**src/rtl/pwr_mode_ctrl.sv**
```systemverilog
module pwr_mode_ctrl #(
  parameter int WDOG_CYCLES  = 5000,
  parameter int READY_CYCLES = 2500
) (
  input  logic       clk,
  input  logic       rst_n,
  input  logic       en_i,
  input  logic [1:0] dwake_i,
  input  logic       pwr_ok_i,
  input  logic       logic_ok_i,
  input  logic       fault_i,
  input  logic       acc_stb_i,
  output logic [1:0] mode_o,
  output logic       normal_o,
  output logic       cfg_rst_o,
  output logic       ready_o
);
  localparam logic [1:0] M_SLEEP = 2'b00, M_NORMAL = 2'b01, M_FSAFE = 2'b10, M_FAULT = 2'b11;
  localparam int WW = $clog2(WDOG_CYCLES + 1);
  localparam int RW = $clog2(READY_CYCLES + 1);

  logic [1:0]    mode_q, mode_d;
  logic          fs_q, fs_d;
  logic [WW-1:0] wd_q;
  logic [RW-1:0] rc_q;
  logic          ready_q, rst_q;

  wire awake  = en_i | (|dwake_i);
  wire wd_run = (mode_q == M_NORMAL) & en_i & ~acc_stb_i;
  wire wd_exp = wd_run & (wd_q == WW'(WDOG_CYCLES - 1));

  always_comb begin
    mode_d = mode_q;
    fs_d   = fs_q;
    if (!awake) begin
      mode_d = M_SLEEP;
      fs_d   = 1'b0;
    end else if (mode_q == M_SLEEP) begin
      mode_d = fault_i ? M_FAULT : M_NORMAL;
    end else if (fault_i) begin
      mode_d = M_FAULT;
    end else if (wd_exp) begin
      mode_d = M_FSAFE;
      fs_d   = 1'b1;
    end else if (mode_q == M_FAULT) begin
      mode_d = fs_q ? M_FSAFE : M_NORMAL;
    end
  end

  always_ff @(posedge clk or negedge rst_n) begin
    if (!rst_n) begin
      mode_q  <= M_SLEEP;
      fs_q    <= 1'b0;
      wd_q    <= '0;
      rc_q    <= '0;
      ready_q <= 1'b0;
      rst_q   <= 1'b0;
    end else begin
      mode_q <= mode_d;
      fs_q   <= fs_d;
      rst_q  <= (mode_q == M_SLEEP) & awake;
      wd_q   <= (wd_run && mode_d == M_NORMAL) ? wd_q + 1'b1 : '0;
      if (!awake || mode_q == M_SLEEP) begin
        rc_q    <= '0;
        ready_q <= 1'b0;
      end else if (!ready_q) begin
        if (rc_q == RW'(READY_CYCLES - 1)) ready_q <= 1'b1;
        else rc_q <= rc_q + 1'b1;
      end
    end
  end

  assign mode_o    = mode_q;
  assign cfg_rst_o = rst_q;
  assign ready_o   = ready_q;
  assign normal_o  = (mode_q == M_NORMAL) & pwr_ok_i & (logic_ok_i | ~en_i);

  a_r3_rst_pulse: assert property (@(posedge clk) disable iff (!rst_n)
    (mode_o == M_SLEEP && awake) |=> cfg_rst_o);
  a_r3_single: assert property (@(posedge clk) disable iff (!rst_n)
    cfg_rst_o |=> !cfg_rst_o);
  a_r4_sleep: assert property (@(posedge clk) disable iff (!rst_n)
    !awake |=> mode_o == M_SLEEP);
  a_r5_fault: assert property (@(posedge clk) disable iff (!rst_n)
    (awake && fault_i) |=> mode_o == M_FAULT);
  a_r8_fs_hold: assert property (@(posedge clk) disable iff (!rst_n)
    (mode_o == M_FSAFE && awake && !fault_i) |=> mode_o == M_FSAFE);
  a_r9_normal: assert property (@(posedge clk) disable iff (!rst_n)
    normal_o |-> (mode_o == M_NORMAL && pwr_ok_i));
  a_r10_ready_hold: assert property (@(posedge clk) disable iff (!rst_n)
    (ready_o && awake && mode_o != M_SLEEP) |=> ready_o);
endmodule

```
**config.mk**
```make
export PLATFORM = sky130hd
export DESIGN_NAME = pwr_mode_ctrl
export DESIGN_NICKNAME = d
export VERILOG_FILES = /design/src/rtl/pwr_mode_ctrl.sv
export SDC_FILE = /design/constraint.sdc
export NUM_CORES = 1
export LEC_CHECK = 0
export BUFFER_PORTS_ARGS = -buffer_cell sky130_fd_sc_hd__buf_2
export CAP_MARGIN = 20
export CORE_UTILIZATION = 30
export DETAILED_ROUTE_END_ITERATION = 12
export HOLD_SLACK_MARGIN = 0.05
export PLACE_DENSITY = 0.52
export SLEW_MARGIN = 20
export SYNTH_ARGS = -nofsm -noshare
export SYNTH_HDL_FRONTEND = slang
export SYNTH_SLANG_ARGS = --single-unit
export TNS_END_PERCENT = 100
```
**constraint.sdc**
```tcl
create_clock -name clk -period 3.9 [get_ports clk]
set_input_delay 0.78 -clock clk [delete_from_list [all_inputs] [get_ports clk]]
set_output_delay 0.78 -clock clk [all_outputs]
set_load 0.05 [all_outputs]
```
==> results of run 1 <==
cells by family (layout without fill, tap and decap cells):
group | Yosys count | in the layout | synth area share (%)
mux | 1 | 1 | 0.6478
flops | 30 | 30 | 48.58
compound gates | 12 | 12 | 5.830
simple gates | 75 | 75 | 29.72
fa+ha+maj | 2 | 2 | 1.619
xor+xnor | 20 | 20 | 11.34
buf+inv | 7 | 26 | 2.267
worst max-delay path: cells and delay by family:
family,cells,cell delay [ps]
and+or+nand+nor,1,70
AOI/OAI and AO/OA,1,110
buffers and inverters,2,350
final cells by class:
cell class	instances	area share, %
inverter	5	1.061
sequential	30	42.43
clock inverter	1	0.2829
tap	67	4.738
multi-input combinational	110	42.93
timing repair buffer	13	3.678
clock buffer	7	4.880
metrics by stage:
step	total power [mW]	cells	util, %	hold WS, ps	worst slack (ps)
2_1_floorplan	0.4230	147	-	439.8	1487
6_report	0.6960	233	36.49	485.8	1808
4_1_cts	0.7089	233	36.49	490.3	1814
3_5_place_dp	0.4522	225	34.61	479.7	1814
3_3_place_gp	0.4477	225	34.61	462.8	1828
5_1_grt	0.7328	233	36.49	513.7	1767
sequential cells by signal, summed over array words and instances, names as in the netlist:
name,count
rc_q,12
mode_o,2
wd_q,13
cfg_rst_o,1
ready_o,1
fs_q,1
layout by cell type (no fill, tap or decap), types with 2 or more instances in the layout:
master                      n
sky130_fd_sc_hd__nand3_1    4
sky130_fd_sc_hd__xnor2_1   14
sky130_fd_sc_hd__buf_2     13
sky130_fd_sc_hd__inv_1      5
sky130_fd_sc_hd__and3_1     3
sky130_fd_sc_hd__ha_1       2
sky130_fd_sc_hd__o21ai_0    3
sky130_fd_sc_hd__and4bb_1   2
sky130_fd_sc_hd__nand2_1    8
sky130_fd_sc_hd__dfrtp_1   30
sky130_fd_sc_hd__nand4_1    6
sky130_fd_sc_hd__nor2_1    17
sky130_fd_sc_hd__nor3_1     9
sky130_fd_sc_hd__xor2_1     6
sky130_fd_sc_hd__clkbuf_8   6
sky130_fd_sc_hd__a21oi_1    5
sky130_fd_sc_hd__nor2_2    11
sky130_fd_sc_hd__or3_1      3
layer usage:
layer	vias to the layer above	part of all wire, %
met2	11	50
met5	-	0
met3	8	2.9
li1	546	-
met1	516	45
met4	0	2.5
report_power, final:
group,switching (mW),internal (mW)
clock,0.109,0.142
combinational,0.0539,0.0338
sequential,0.0260,0.331
path summary, 6_finish.rpt:
| check | from | endpoint | slack, ps | cells past startpoint |
|---|---|---|---|---|
| worst min register to register | wd_q[0] | wd_q[0] | 490 | 1 |
| worst max-delay path | pwr_ok_i | normal_o | 1810 | 4 |
| max in group asynchronous | rst_n | rc_q[2] | 2930 | 1 |
| worst min-delay path | wd_q[0] | wd_q[0] | 490 | 1 |
| min in group asynchronous | rst_n | rc_q[0] | 530 | 1 |
| worst max register to register | wd_q[0] | wd_q[3] | 2270 | 5 |
==> metrics.txt, run 1 <==
# TYPE chip_impl_metric gauge
chip_impl_metric{name="drt-wirelength-per-cell",unit="um"} 11.88
chip_impl_metric{name="post-cts-setup-buffer-count",unit=""} 0
chip_impl_metric{name="p_leak",unit="nW"} 0.7537
chip_impl_metric{name="grt_overflow",unit=""} 0
chip_impl_info{name="rsz0062_at_grt",value="no"} 1
chip_impl_metric{name="drt.antenna.violating_nets",unit=""} 0
chip_impl_metric{name="post-route-period-util",unit="%"} 53.63
chip_impl_metric{name="layout_min_cycle_time",unit="ps"} 2092
chip_impl_metric{name="hold_violations",unit=""} 0
chip_impl_metric{name="arrival",unit="ps"} 1310
chip_impl_metric{name="setup_tns_after_final_layout",unit="ps"} 0
chip_impl_metric{name="floorplan.initialDensity",unit="%"} 31.87
chip_impl_metric{name="yosysSeqAreaShare",unit="%"} 48.58
chip_impl_metric{name="seq_area",unit="um^2"} 750.7
chip_impl_metric{name="fillerInstances",unit=""} 492
chip_impl_metric{name="cellPowerDensity",unit="nW/um^2"} 393.4
chip_impl_metric{name="syn2layout_area_growth",unit="%"} 14.49
chip_impl_info{name="critPathSlowestCell",value="sky130_fd_sc_hd__buf_2"} 1
chip_impl_metric{name="timing.final.setup_violations",unit=""} 0
chip_impl_metric{name="antenna_found_initial",unit=""} 0
chip_impl_info{name="synth.cells.most_frequent",value="30 x sky130_fd_sc_hd__dfrtp_1, 17 x sky130_fd_sc_hd__nor2_1, 14 x sky130_fd_sc_hd__xnor2_1"} 1
chip_impl_metric{name="placement_rows",unit=""} 25
chip_impl_metric{name="global_route.usage.met1",unit="%"} 13.86
chip_impl_info{name="crit_path_frequent_cell",value="sky130_fd_sc_hd__buf_2"} 1
chip_impl_metric{name="max_freq",unit="GHz"} 0.4781
chip_impl_metric{name="die_y",unit="um"} 73.77
chip_impl_metric{name="number_of_ports_placed_on_the_die_boundary",unit=""} 14
chip_impl_metric{name="use_met3",unit="%"} 3.704
chip_impl_metric{name="synthesis.nets",unit=""} 158
chip_impl_metric{name="worst_skew_pair.late_latency",unit="ps"} 280
chip_impl_metric{name="maxCapViolCount",unit=""} 0
chip_impl_metric{name="placement.cell_area",unit="um^2"} 1678
chip_impl_metric{name="synthesis.area",unit="um^2"} 1545
chip_impl_metric{name="pin_count_of_the_biggest_net_entering_global_routing",unit=""} 31
chip_impl_info{name="startpoint_type_of_the_worst_setup_path",value="input port"} 1
chip_impl_metric{name="post_drt_via_cell_ratio",unit=""} 4.639
chip_impl_metric{name="synthDominantCellAreaShare",unit="%"} 48.58
chip_impl_metric{name="met2_usage",unit="%"} 20.69
chip_impl_metric{name="drive_above_1_share",unit="%"} 24.10
chip_impl_metric{name="maximum_vdd_drop",unit="V"} 0.0001823
chip_impl_metric{name="final_area",unit="um^2"} 1769
chip_impl_metric{name="core_area",unit="um^2"} 4848
chip_impl_info{name="synth_top_cells_by_area",value="sky130_fd_sc_hd__dfrtp_1 49%, sky130_fd_sc_hd__xnor2_1 7.9%, sky130_fd_sc_hd__nor2_2 4.5%"} 1
chip_impl_metric{name="via_count",unit=""} 1081
chip_impl_metric{name="detailedRoute.firstPassIterationCount",unit=""} 4
chip_impl_metric{name="cts_resized",unit=""} 0
chip_impl_metric{name="drv_slew",unit=""} 0
chip_impl_metric{name="drt_drc_violations_left",unit=""} 0
chip_impl_metric{name="synth_cell_type_count",unit=""} 35
chip_impl_metric{name="critical_path.max_fanout",unit=""} 1
chip_impl_info{name="cp-end-kind",value="primary output"} 1
chip_impl_metric{name="grt_pass1_vias",unit=""} 1156
chip_impl_metric{name="asyncSetResetFlopFracSynth",unit="%"} 100.0
chip_impl_metric{name="multi_input_comb_area",unit="um^2"} 759.5
chip_impl_info{name="worstPathCellList",value="buf_2 > nand3b_1 > a21oi_1 > buf_2"} 1
chip_impl_metric{name="clock-skew-final",unit="ps"} 2.230
chip_impl_info{name="clk_root_buffer_cell",value="sky130_fd_sc_hd__clkbuf_8"} 1
chip_impl_info{name="synth.most_common_cell",value="sky130_fd_sc_hd__dfrtp_1"} 1
chip_impl_info{name="postSynth.topFlopCell",value="sky130_fd_sc_hd__dfrtp_1"} 1
chip_impl_info{name="post-synth-top-area-cell",value="sky130_fd_sc_hd__dfrtp_1"} 1
chip_impl_metric{name="cts_made_buffers",unit=""} 5
chip_impl_info{name="run_status",value="completed"} 1
chip_impl_metric{name="synth-warning-count",unit=""} 0
chip_impl_metric{name="cts_htree_levels",unit=""} 2
chip_impl_metric{name="synth-edff-count",unit=""} 0
chip_impl_metric{name="syn_inst",unit=""} 147
chip_impl_metric{name="drt_wl_total",unit="mm"} 2.769
chip_impl_metric{name="drt_iter0_markers",unit=""} 43
chip_impl_metric{name="grt_usage",unit="%"} 12.42
chip_impl_metric{name="measured_slew_at_the_worst_slew_check_pin",unit="ps"} 804.3
chip_impl_metric{name="grt_first_pass_wirelength",unit="mm"} 4.947
chip_impl_metric{name="gp_congestion",unit=""} 0.7507
chip_impl_metric{name="die_width",unit="um"} 73.77
chip_impl_info{name="path_class",value="input port to primary output"} 1
chip_impl_info{name="tritoncts_clock_tree",value="done"} 1
chip_impl_metric{name="detailedPlacementHpwl",unit="mm"} 1.958
chip_impl_metric{name="normalized_max_slew_margin",unit="%"} 46.22
chip_impl_metric{name="syn-mean-instance-area",unit="um^2"} 10.51
chip_impl_metric{name="port_buffers",unit=""} 13
chip_impl_info{name="gr-max-usage-layer",value="met2"} 1
chip_impl_info{name="worst_hold_path_type",value="flop to flop"} 1
chip_impl_metric{name="ctsLongestPathBuffers",unit=""} 2
chip_impl_metric{name="cpPeakStageDelay",unit="ps"} 270
chip_impl_metric{name="dieArea",unit="um^2"} 5442
chip_impl_metric{name="cts_clk_pin_slew_worst_paths",unit="ps"} 60
chip_impl_metric{name="required",unit="ps"} 3120
chip_impl_metric{name="number_of_diodes_added_for_antenna_fixing",unit=""} 0
chip_impl_metric{name="postCtsHoldBufs",unit=""} 0
chip_impl_metric{name="synth.ff_latch_count",unit=""} 30
chip_impl_metric{name="finalNetCount",unit=""} 176
chip_impl_metric{name="cts.sink_count",unit=""} 30
Power figures use the tool's default switching activity.
==> inputs of run 2 (changes only) <==
--- a/config.mk
+++ b/config.mk
@@ -10,7 +10,7 @@
 export CORE_UTILIZATION = 30
 export DETAILED_ROUTE_END_ITERATION = 12
 export HOLD_SLACK_MARGIN = 0.05
-export PLACE_DENSITY = 0.52
+export PLACE_DENSITY = 0.54
 export SLEW_MARGIN = 20
 export SYNTH_ARGS = -nofsm -noshare
 export SYNTH_HDL_FRONTEND = slang
==> constraint.sdc (replaced) <==
create_clock -name clk -period 1.8 [get_ports clk]
set_input_delay 0.36 -clock clk [delete_from_list [all_inputs] [get_ports clk]]
set_output_delay 0.36 -clock clk [all_outputs]
set_load 0.05 [all_outputs]
==> run 2 against run 1 <==
  * Register-to-register slack worse by 2100 ps
  * First-iteration DRC count is 37% higher
  * Cell count is 0.43% lower
  * Sequential share of layout area is 0.060 points lower
  * Worst hold slack worse by 370 ps
  * Routed wire length is 2.5% higher
  * Clock-buffer cell count is 1 lower
  * Design area is 0.14% higher
  * Clock skew is 3.2 ps higher
  * Non-clock buffer count is 1 higher
  * Via count is 3.2% higher
  * Sequential power is 120% higher
==> metrics.txt, run 2 (synthesis results as in run 1) <==
# TYPE chip_impl_metric gauge
chip_impl_info{name="clk_root_buffer_cell",value="sky130_fd_sc_hd__clkbuf_8"} 1
chip_impl_info{name="run_status",value="completed"} 1
chip_impl_metric{name="dieArea",unit="um^2"} 5442
chip_impl_info{name="r2r_start",value="wd_q[0]"} 1
chip_impl_metric{name="setup_ws",unit="ps"} 152.0
chip_impl_metric{name="placement_rows",unit=""} 25
chip_impl_info{name="cp-end-kind",value="primary output"} 1
chip_impl_metric{name="detailedRoute.firstPassIterationCount",unit=""} 4
chip_impl_info{name="layout.cells.most_common",value="sky130_fd_sc_hd__dfrtp_1"} 1
chip_impl_metric{name="required",unit="ps"} 1440
chip_impl_metric{name="layout_min_cycle_time",unit="ps"} 1648
chip_impl_info{name="top_library_cells_by_usage_in_the_layout_fill_and_taps_aside",value="30 x sky130_fd_sc_hd__dfrtp_1, 17 x sky130_fd_sc_hd__nor2_1, 14 x sky130_fd_sc_hd__xnor2_1"} 1
chip_impl_metric{name="gp_congestion",unit=""} 0.7325
chip_impl_metric{name="post-route-period-util",unit="%"} 91.55
chip_impl_info{name="rsz0062_at_grt",value="no"} 1
chip_impl_metric{name="cts_htree_levels",unit=""} 2
chip_impl_metric{name="cts_clk_pin_slew_worst_paths",unit="ps"} 60
chip_impl_metric{name="largest_register_ffs",unit=""} 13
chip_impl_metric{name="grt_overflow",unit=""} 0
chip_impl_metric{name="grt_first_pass_wirelength",unit="mm"} 5.223
chip_impl_metric{name="worst_skew_pair.late_latency",unit="ps"} 270
chip_impl_metric{name="timing.final.setup_violations",unit=""} 0
chip_impl_metric{name="cts_resized",unit=""} 0
chip_impl_metric{name="drt_drc_violations_left",unit=""} 0
chip_impl_metric{name="fillerInstances",unit=""} 487
chip_impl_metric{name="ctsLongestPathBuffers",unit=""} 2
chip_impl_metric{name="seq_area",unit="um^2"} 750.7
chip_impl_metric{name="critical_path.max_fanout",unit=""} 7
chip_impl_metric{name="multi_input_comb_area",unit="um^2"} 763.2
chip_impl_metric{name="clock-skew-final",unit="ps"} 5.436
chip_impl_metric{name="worst_setup_slack_post_dpl",unit="ps"} 140.6
chip_impl_metric{name="detailedPlacementHpwl",unit="mm"} 2.042
chip_impl_metric{name="drv_slew",unit=""} 0
chip_impl_info{name="worst_hold_path_type",value="input port to async pin"} 1
chip_impl_metric{name="cts_made_buffers",unit=""} 5
chip_impl_metric{name="normalized_max_slew_margin",unit="%"} 46.70
chip_impl_metric{name="number_of_ports_placed_on_the_die_boundary",unit=""} 14
chip_impl_metric{name="syn2layout_area_growth",unit="%"} 14.66
chip_impl_metric{name="drt-wirelength-per-cell",unit="um"} 12.23
chip_impl_metric{name="maximum_vdd_drop",unit="V"} 0.0003023
chip_impl_metric{name="grt_usage",unit="%"} 12.72
chip_impl_metric{name="measured_slew_at_the_worst_slew_check_pin",unit="ps"} 797.2
chip_impl_metric{name="max_freq",unit="GHz"} 0.6068
chip_impl_metric{name="setup_tns_after_final_layout",unit="ps"} 0
chip_impl_metric{name="arrival",unit="ps"} 1290
chip_impl_metric{name="number_of_diodes_added_for_antenna_fixing",unit=""} 0
chip_impl_metric{name="hold_violations",unit=""} 0
chip_impl_info{name="tritoncts_clock_tree",value="done"} 1
chip_impl_metric{name="core_area",unit="um^2"} 4848
chip_impl_metric{name="die_y",unit="um"} 73.77
chip_impl_metric{name="cellPowerDensity",unit="nW/um^2"} 837.3
chip_impl_metric{name="antenna_found_initial",unit=""} 0
chip_impl_info{name="regMostFlops",value="wd_q"} 1
chip_impl_metric{name="grt_pass1_vias",unit=""} 1183
chip_impl_metric{name="port_buffers",unit=""} 13
chip_impl_metric{name="drt_wl_total",unit="mm"} 2.837
chip_impl_metric{name="cts.sink_count",unit=""} 30
chip_impl_metric{name="drt.antenna.violating_nets",unit=""} 0
chip_impl_metric{name="pin_count_of_the_biggest_net_entering_global_routing",unit=""} 31
chip_impl_info{name="startpoint_type_of_the_worst_setup_path",value="flop"} 1
chip_impl_metric{name="maxCapViolCount",unit=""} 0
chip_impl_metric{name="p_leak",unit="nW"} 0.7538
chip_impl_metric{name="floorplan.initialDensity",unit="%"} 31.87
chip_impl_info{name="path_class",value="flop to primary output"} 1
chip_impl_metric{name="drive_above_1_share",unit="%"} 24.85
chip_impl_metric{name="post_drt_via_cell_ratio",unit=""} 4.810
chip_impl_metric{name="via_count",unit=""} 1116
chip_impl_metric{name="finalNetCount",unit=""} 177
chip_impl_metric{name="drt_iter0_markers",unit=""} 59
chip_impl_metric{name="die_width",unit="um"} 73.77
chip_impl_metric{name="post-cts-setup-buffer-count",unit=""} 0
chip_impl_info{name="setup.worst_path.start",value="mode_o[1]"} 1
chip_impl_metric{name="postCtsHoldBufs",unit=""} 0
## run 2: critical path, cell delays in order, from the launching register on
cell                       delay, ps
sky130_fd_sc_hd__dfrtp_1         450
sky130_fd_sc_hd__nand3b_1        200
sky130_fd_sc_hd__a21oi_2         100
sky130_fd_sc_hd__buf_2           260
## run 2: layer usage
layer	track usage (%)	up-vias	routed length [um]
met5	0	-	0
met4	6.197	0	52
met3	3.704	7	82
met2	21.71	9	1441
met1	14.49	553	1261
li1	-	547	-
## run 2: final timing paths
kind,end,slack (ps),cells after the start
max,normal_o,150,3
min,rc_q[5],120,1
max reg2reg,wd_q[3],170,5
min reg2reg,wd_q[0],500,1
max in group asynchronous,wd_q[5],1250,1
min in group clk,fs_q,320,2
## run 2: power by group
| part | internal [mW] | total [mW] | switching, mW |
|---|---|---|---|
| sequential | 0.718 | 0.774 | 0.0563 |
| combinational | 0.0745 | 0.197 | 0.123 |
| clock | 0.294 | 0.512 | 0.218 |
## run 2: stage by stage
step | hold WS, ps | utilization (%) | total power [mW] | cells | cell area [um^2]
after global placement | 421.0 | 34.84 | 0.9715 | 226 | 1689
after CTS | 140.2 | 36.54 | 1.508 | 232 | 1772
after detailed placement | 435.4 | 34.84 | 0.9823 | 226 | 1689
after global routing | 171.1 | 36.54 | 1.569 | 232 | 1772
after floorplan | 64.41 | - | 0.9173 | 147 | 1549
final | 115.5 | 36.54 | 1.483 | 232 | 1772
## run 2: area by class of cell
class,count,area share [%]
Clock buffer,6,4.661
Inverter,5,1.059
Tap cell,67,4.732
Multi-Input combinational cell,110,43.08
Sequential cell,30,42.37
Timing Repair Buffer,14,4.096
==> inputs of run 3 (changes only) <==
--- a/config.mk
+++ b/config.mk
@@ -5,7 +5,7 @@
 export SDC_FILE = /design/constraint.sdc
 export NUM_CORES = 1
 export LEC_CHECK = 0
-export BUFFER_PORTS_ARGS = -buffer_cell sky130_fd_sc_hd__buf_2
+export BUFFER_PORTS_ARGS = -buffer_cell sky130_fd_sc_hd__buf_4
 export CAP_MARGIN = 20
 export CORE_UTILIZATION = 30
 export DETAILED_ROUTE_END_ITERATION = 12
==> run 3 against run 2 <==
  * Core utilization rose by 1.1 points
  * Sequential power hardly changed
  * Total power up 3.3%
  * Clock-buffer cell count up 1
  * Combinational power increased by 5%
  * Fmax shrank 0.46%
  * Register-to-register slack worse by 30 ps
  * Critical path type is now flop to flop
  * Critical endpoint is now wd_q[2]
==> metrics.txt, run 3 (synthesis results as in run 1) <==
# TYPE chip_impl_metric gauge
chip_impl_info{name="run_status",value="completed"} 1
chip_impl_metric{name="normalized_max_slew_margin",unit="%"} 44.47
chip_impl_metric{name="critical_path.max_fanout",unit=""} 13
chip_impl_metric{name="port_buffers",unit=""} 13
chip_impl_metric{name="power.internal",unit="mW"} 1.109
chip_impl_metric{name="cts_made_buffers",unit=""} 5
chip_impl_info{name="cp-end-kind",value="flop"} 1
chip_impl_metric{name="fillerInstances",unit=""} 489
chip_impl_info{name="startpoint_type_of_the_worst_setup_path",value="flop"} 1
chip_impl_metric{name="grt_pass1_vias",unit=""} 1129
chip_impl_metric{name="placement_rows",unit=""} 25
chip_impl_metric{name="setup_tns_after_final_layout",unit="ps"} 0
chip_impl_metric{name="floorplan.initialDensity",unit="%"} 31.87
chip_impl_info{name="rsz0062_at_grt",value="no"} 1
chip_impl_info{name="tritoncts_clock_tree",value="done"} 1
chip_impl_metric{name="drv_slew",unit=""} 0
chip_impl_metric{name="worst_r2r_path_depth",unit=""} 5
chip_impl_metric{name="die_y",unit="um"} 73.77
chip_impl_metric{name="switchingPower",unit="mW"} 0.4226
chip_impl_metric{name="drt-wirelength-per-cell",unit="um"} 12.89
chip_impl_metric{name="setup_ws",unit="ps"} 144.4
chip_impl_metric{name="drt_iter0_markers",unit=""} 54
chip_impl_metric{name="drt.antenna.violating_nets",unit=""} 0
chip_impl_metric{name="whs_path_depth",unit=""} 2
chip_impl_metric{name="post-cts-setup-buffer-count",unit=""} 0
chip_impl_metric{name="comb_power_share",unit="%"} 13.5
chip_impl_metric{name="largest_register_ffs",unit=""} 13
chip_impl_metric{name="detailedRoute.firstPassIterationCount",unit=""} 4
chip_impl_metric{name="drive_above_1_share",unit="%"} 25.00
chip_impl_metric{name="number_of_ports_placed_on_the_die_boundary",unit=""} 14
chip_impl_metric{name="hold_violations",unit=""} 0
chip_impl_metric{name="via_count",unit=""} 1115
chip_impl_metric{name="clockPowerShare",unit="%"} 36.1
chip_impl_metric{name="cellPowerDensity",unit="nW/um^2"} 840.3
chip_impl_metric{name="ctsLongestPathBuffers",unit=""} 2
chip_impl_info{name="clk_root_buffer_cell",value="sky130_fd_sc_hd__clkbuf_8"} 1
chip_impl_metric{name="die_width",unit="um"} 73.77
chip_impl_metric{name="p_seq_share",unit="%"} 50.5
chip_impl_metric{name="worst_setup_slack_post_dpl",unit="ps"} 127.9
chip_impl_metric{name="count_of_placed_standard_cells_including_taps",unit=""} 226
chip_impl_info{name="regMostFlops",value="wd_q"} 1
chip_impl_metric{name="cpPeakStageDelay",unit="ps"} 420
chip_impl_metric{name="p_leak",unit="nW"} 0.7724
chip_impl_metric{name="post_drt_via_cell_ratio",unit=""} 4.745
chip_impl_metric{name="arrival",unit="ps"} 1860
chip_impl_metric{name="p_total",unit="mW"} 1.532
chip_impl_metric{name="layout_min_cycle_time",unit="ps"} 1656
chip_impl_metric{name="max_freq",unit="GHz"} 0.6040
chip_impl_info{name="top_library_cells_by_usage_in_the_layout_fill_and_taps_aside",value="30 x sky130_fd_sc_hd__dfrtp_1, 17 x sky130_fd_sc_hd__nor2_1, 14 x sky130_fd_sc_hd__xnor2_1, 14 x sky130_fd_sc_hd__buf_4, 11 x sky130_fd_sc_hd__nor2_2"} 1
chip_impl_metric{name="detailedPlacementHpwl",unit="mm"} 2.132
chip_impl_metric{name="grt_usage",unit="%"} 12.63
chip_impl_metric{name="cts.sink_count",unit=""} 30
chip_impl_metric{name="syn2layout_area_growth",unit="%"} 17.98
chip_impl_metric{name="post_layout_nonfiller_instances",unit=""} 235
chip_impl_metric{name="dieArea",unit="um^2"} 5442
chip_impl_metric{name="maximum_vdd_drop",unit="V"} 0.0003869
chip_impl_metric{name="number_of_diodes_added_for_antenna_fixing",unit=""} 0
chip_impl_metric{name="finalNetCount",unit=""} 178
chip_impl_info{name="path_class",value="flop to flop"} 1
chip_impl_metric{name="post-route-period-util",unit="%"} 91.98
chip_impl_metric{name="drt_drc_violations_left",unit=""} 0
chip_impl_metric{name="cts_clk_pin_slew_worst_paths",unit="ps"} 60
chip_impl_info{name="worstPathCellList",value="ha_1 > and4_1 > nand3_1 > o211ai_2 > nor2_1"} 1
chip_impl_metric{name="cts_htree_levels",unit=""} 2
chip_impl_info{name="worst_hold_path_type",value="input port to flop"} 1
chip_impl_metric{name="swShare",unit="%"} 27.59
chip_impl_metric{name="timing.final.setup_violations",unit=""} 0
chip_impl_info{name="critPathSlowestCell",value="sky130_fd_sc_hd__dfrtp_1"} 1
chip_impl_metric{name="drt_wl_total",unit="mm"} 3.030
chip_impl_metric{name="core_area",unit="um^2"} 4848
chip_impl_metric{name="clock-skew-final",unit="ps"} 1.765
chip_impl_metric{name="antenna_found_initial",unit=""} 0
chip_impl_metric{name="worst_skew_pair.late_latency",unit="ps"} 280
chip_impl_metric{name="required",unit="ps"} 2000
chip_impl_metric{name="measured_slew_at_the_worst_slew_check_pin",unit="ps"} 830.4
chip_impl_info{name="layout.cells.most_common",value="sky130_fd_sc_hd__dfrtp_1"} 1
chip_impl_metric{name="pin_count_of_the_biggest_net_entering_global_routing",unit=""} 31
chip_impl_metric{name="gp_congestion",unit=""} 0.7062
chip_impl_metric{name="grt_first_pass_wirelength",unit="mm"} 5.085
chip_impl_metric{name="grt_overflow",unit=""} 0
chip_impl_metric{name="maxCapViolCount",unit=""} 0
run 3: metal layers:
| metal | vias up | track usage, % | share of wire [%] |
|---|---|---|---|
| met2 | 15 | 21.61 | 49 |
| met1 | 548 | 14.04 | 46 |
| li1 | 546 | - | - |
| met3 | 6 | 4.115 | 3.1 |
| met4 | 0 | 6.197 | 1.7 |
| met5 | - | 0 | 0 |
run 3: path summary, 6_finish.rpt:
path	slack, ps	endpoint	start
setup / recovery	140	wd_q[2]	wd_q[0]
hold / removal	300	fs_q	fault_i
setup reg to reg	140	wd_q[2]	wd_q[0]
hold reg to reg	500	wd_q[0]	wd_q[0]
max in group asynchronous	970	wd_q[6]	rst_n
min in group asynchronous	550	rc_q[5]	rst_n
run 3: layout make-up:
| class | count | area, um^2 | share of cell area [%] |
|---|---|---|---|
| Multi-Input combinational cell | 110 | 763.2 | 41.87 |
| Sequential cell | 30 | 750.7 | 41.18 |
| Timing Repair Buffer | 15 | 115.1 | 6.314 |
| Clock buffer | 7 | 86.33 | 4.736 |
| Tap cell | 67 | 83.83 | 4.598 |
| Inverter | 5 | 18.77 | 1.030 |
| Clock inverter | 1 | 5.005 | 0.2745 |
run 3: through the flow:
step	cell area (um^2)	utilization, %	hold WS, ps
2_1_floorplan	1549	-	64.41
3_3_place_gp	1722	35.51	305.2
3_5_place_dp	1722	35.51	315.5
4_1_cts	1823	37.60	285.8
5_1_grt	1823	37.60	296.6
6_report	1823	37.60	299.3
run 3: critical path: cells and delay by family (launching register included):
kind | cells | cell delay [ps]
AO/OA/AOI/OAI | 1 | 360
AND/OR/NAND/NOR | 3 | 540
flip-flops | 1 | 420
adder cells (fa/ha/maj) | 1 | 260
run 3: power groups by stage:
stage | registers (mW) | logic, mW | clock network [mW]
2_1_floorplan | 0.787 | 0.130 | 0
3_3_place_gp | 0.784 | 0.198 | 0
3_5_place_dp | 0.784 | 0.206 | 0
4_1_cts | 0.772 | 0.209 | 0.573
5_1_grt | 0.780 | 0.226 | 0.610
6_report | 0.773 | 0.206 | 0.552
run 3: repair_timing:
item / 4_1_cts / 5_1_grt
endpoints found under the hold margin: 30 / 0
hold buffers: 1 / 0
gates resized for setup: 0 / 0
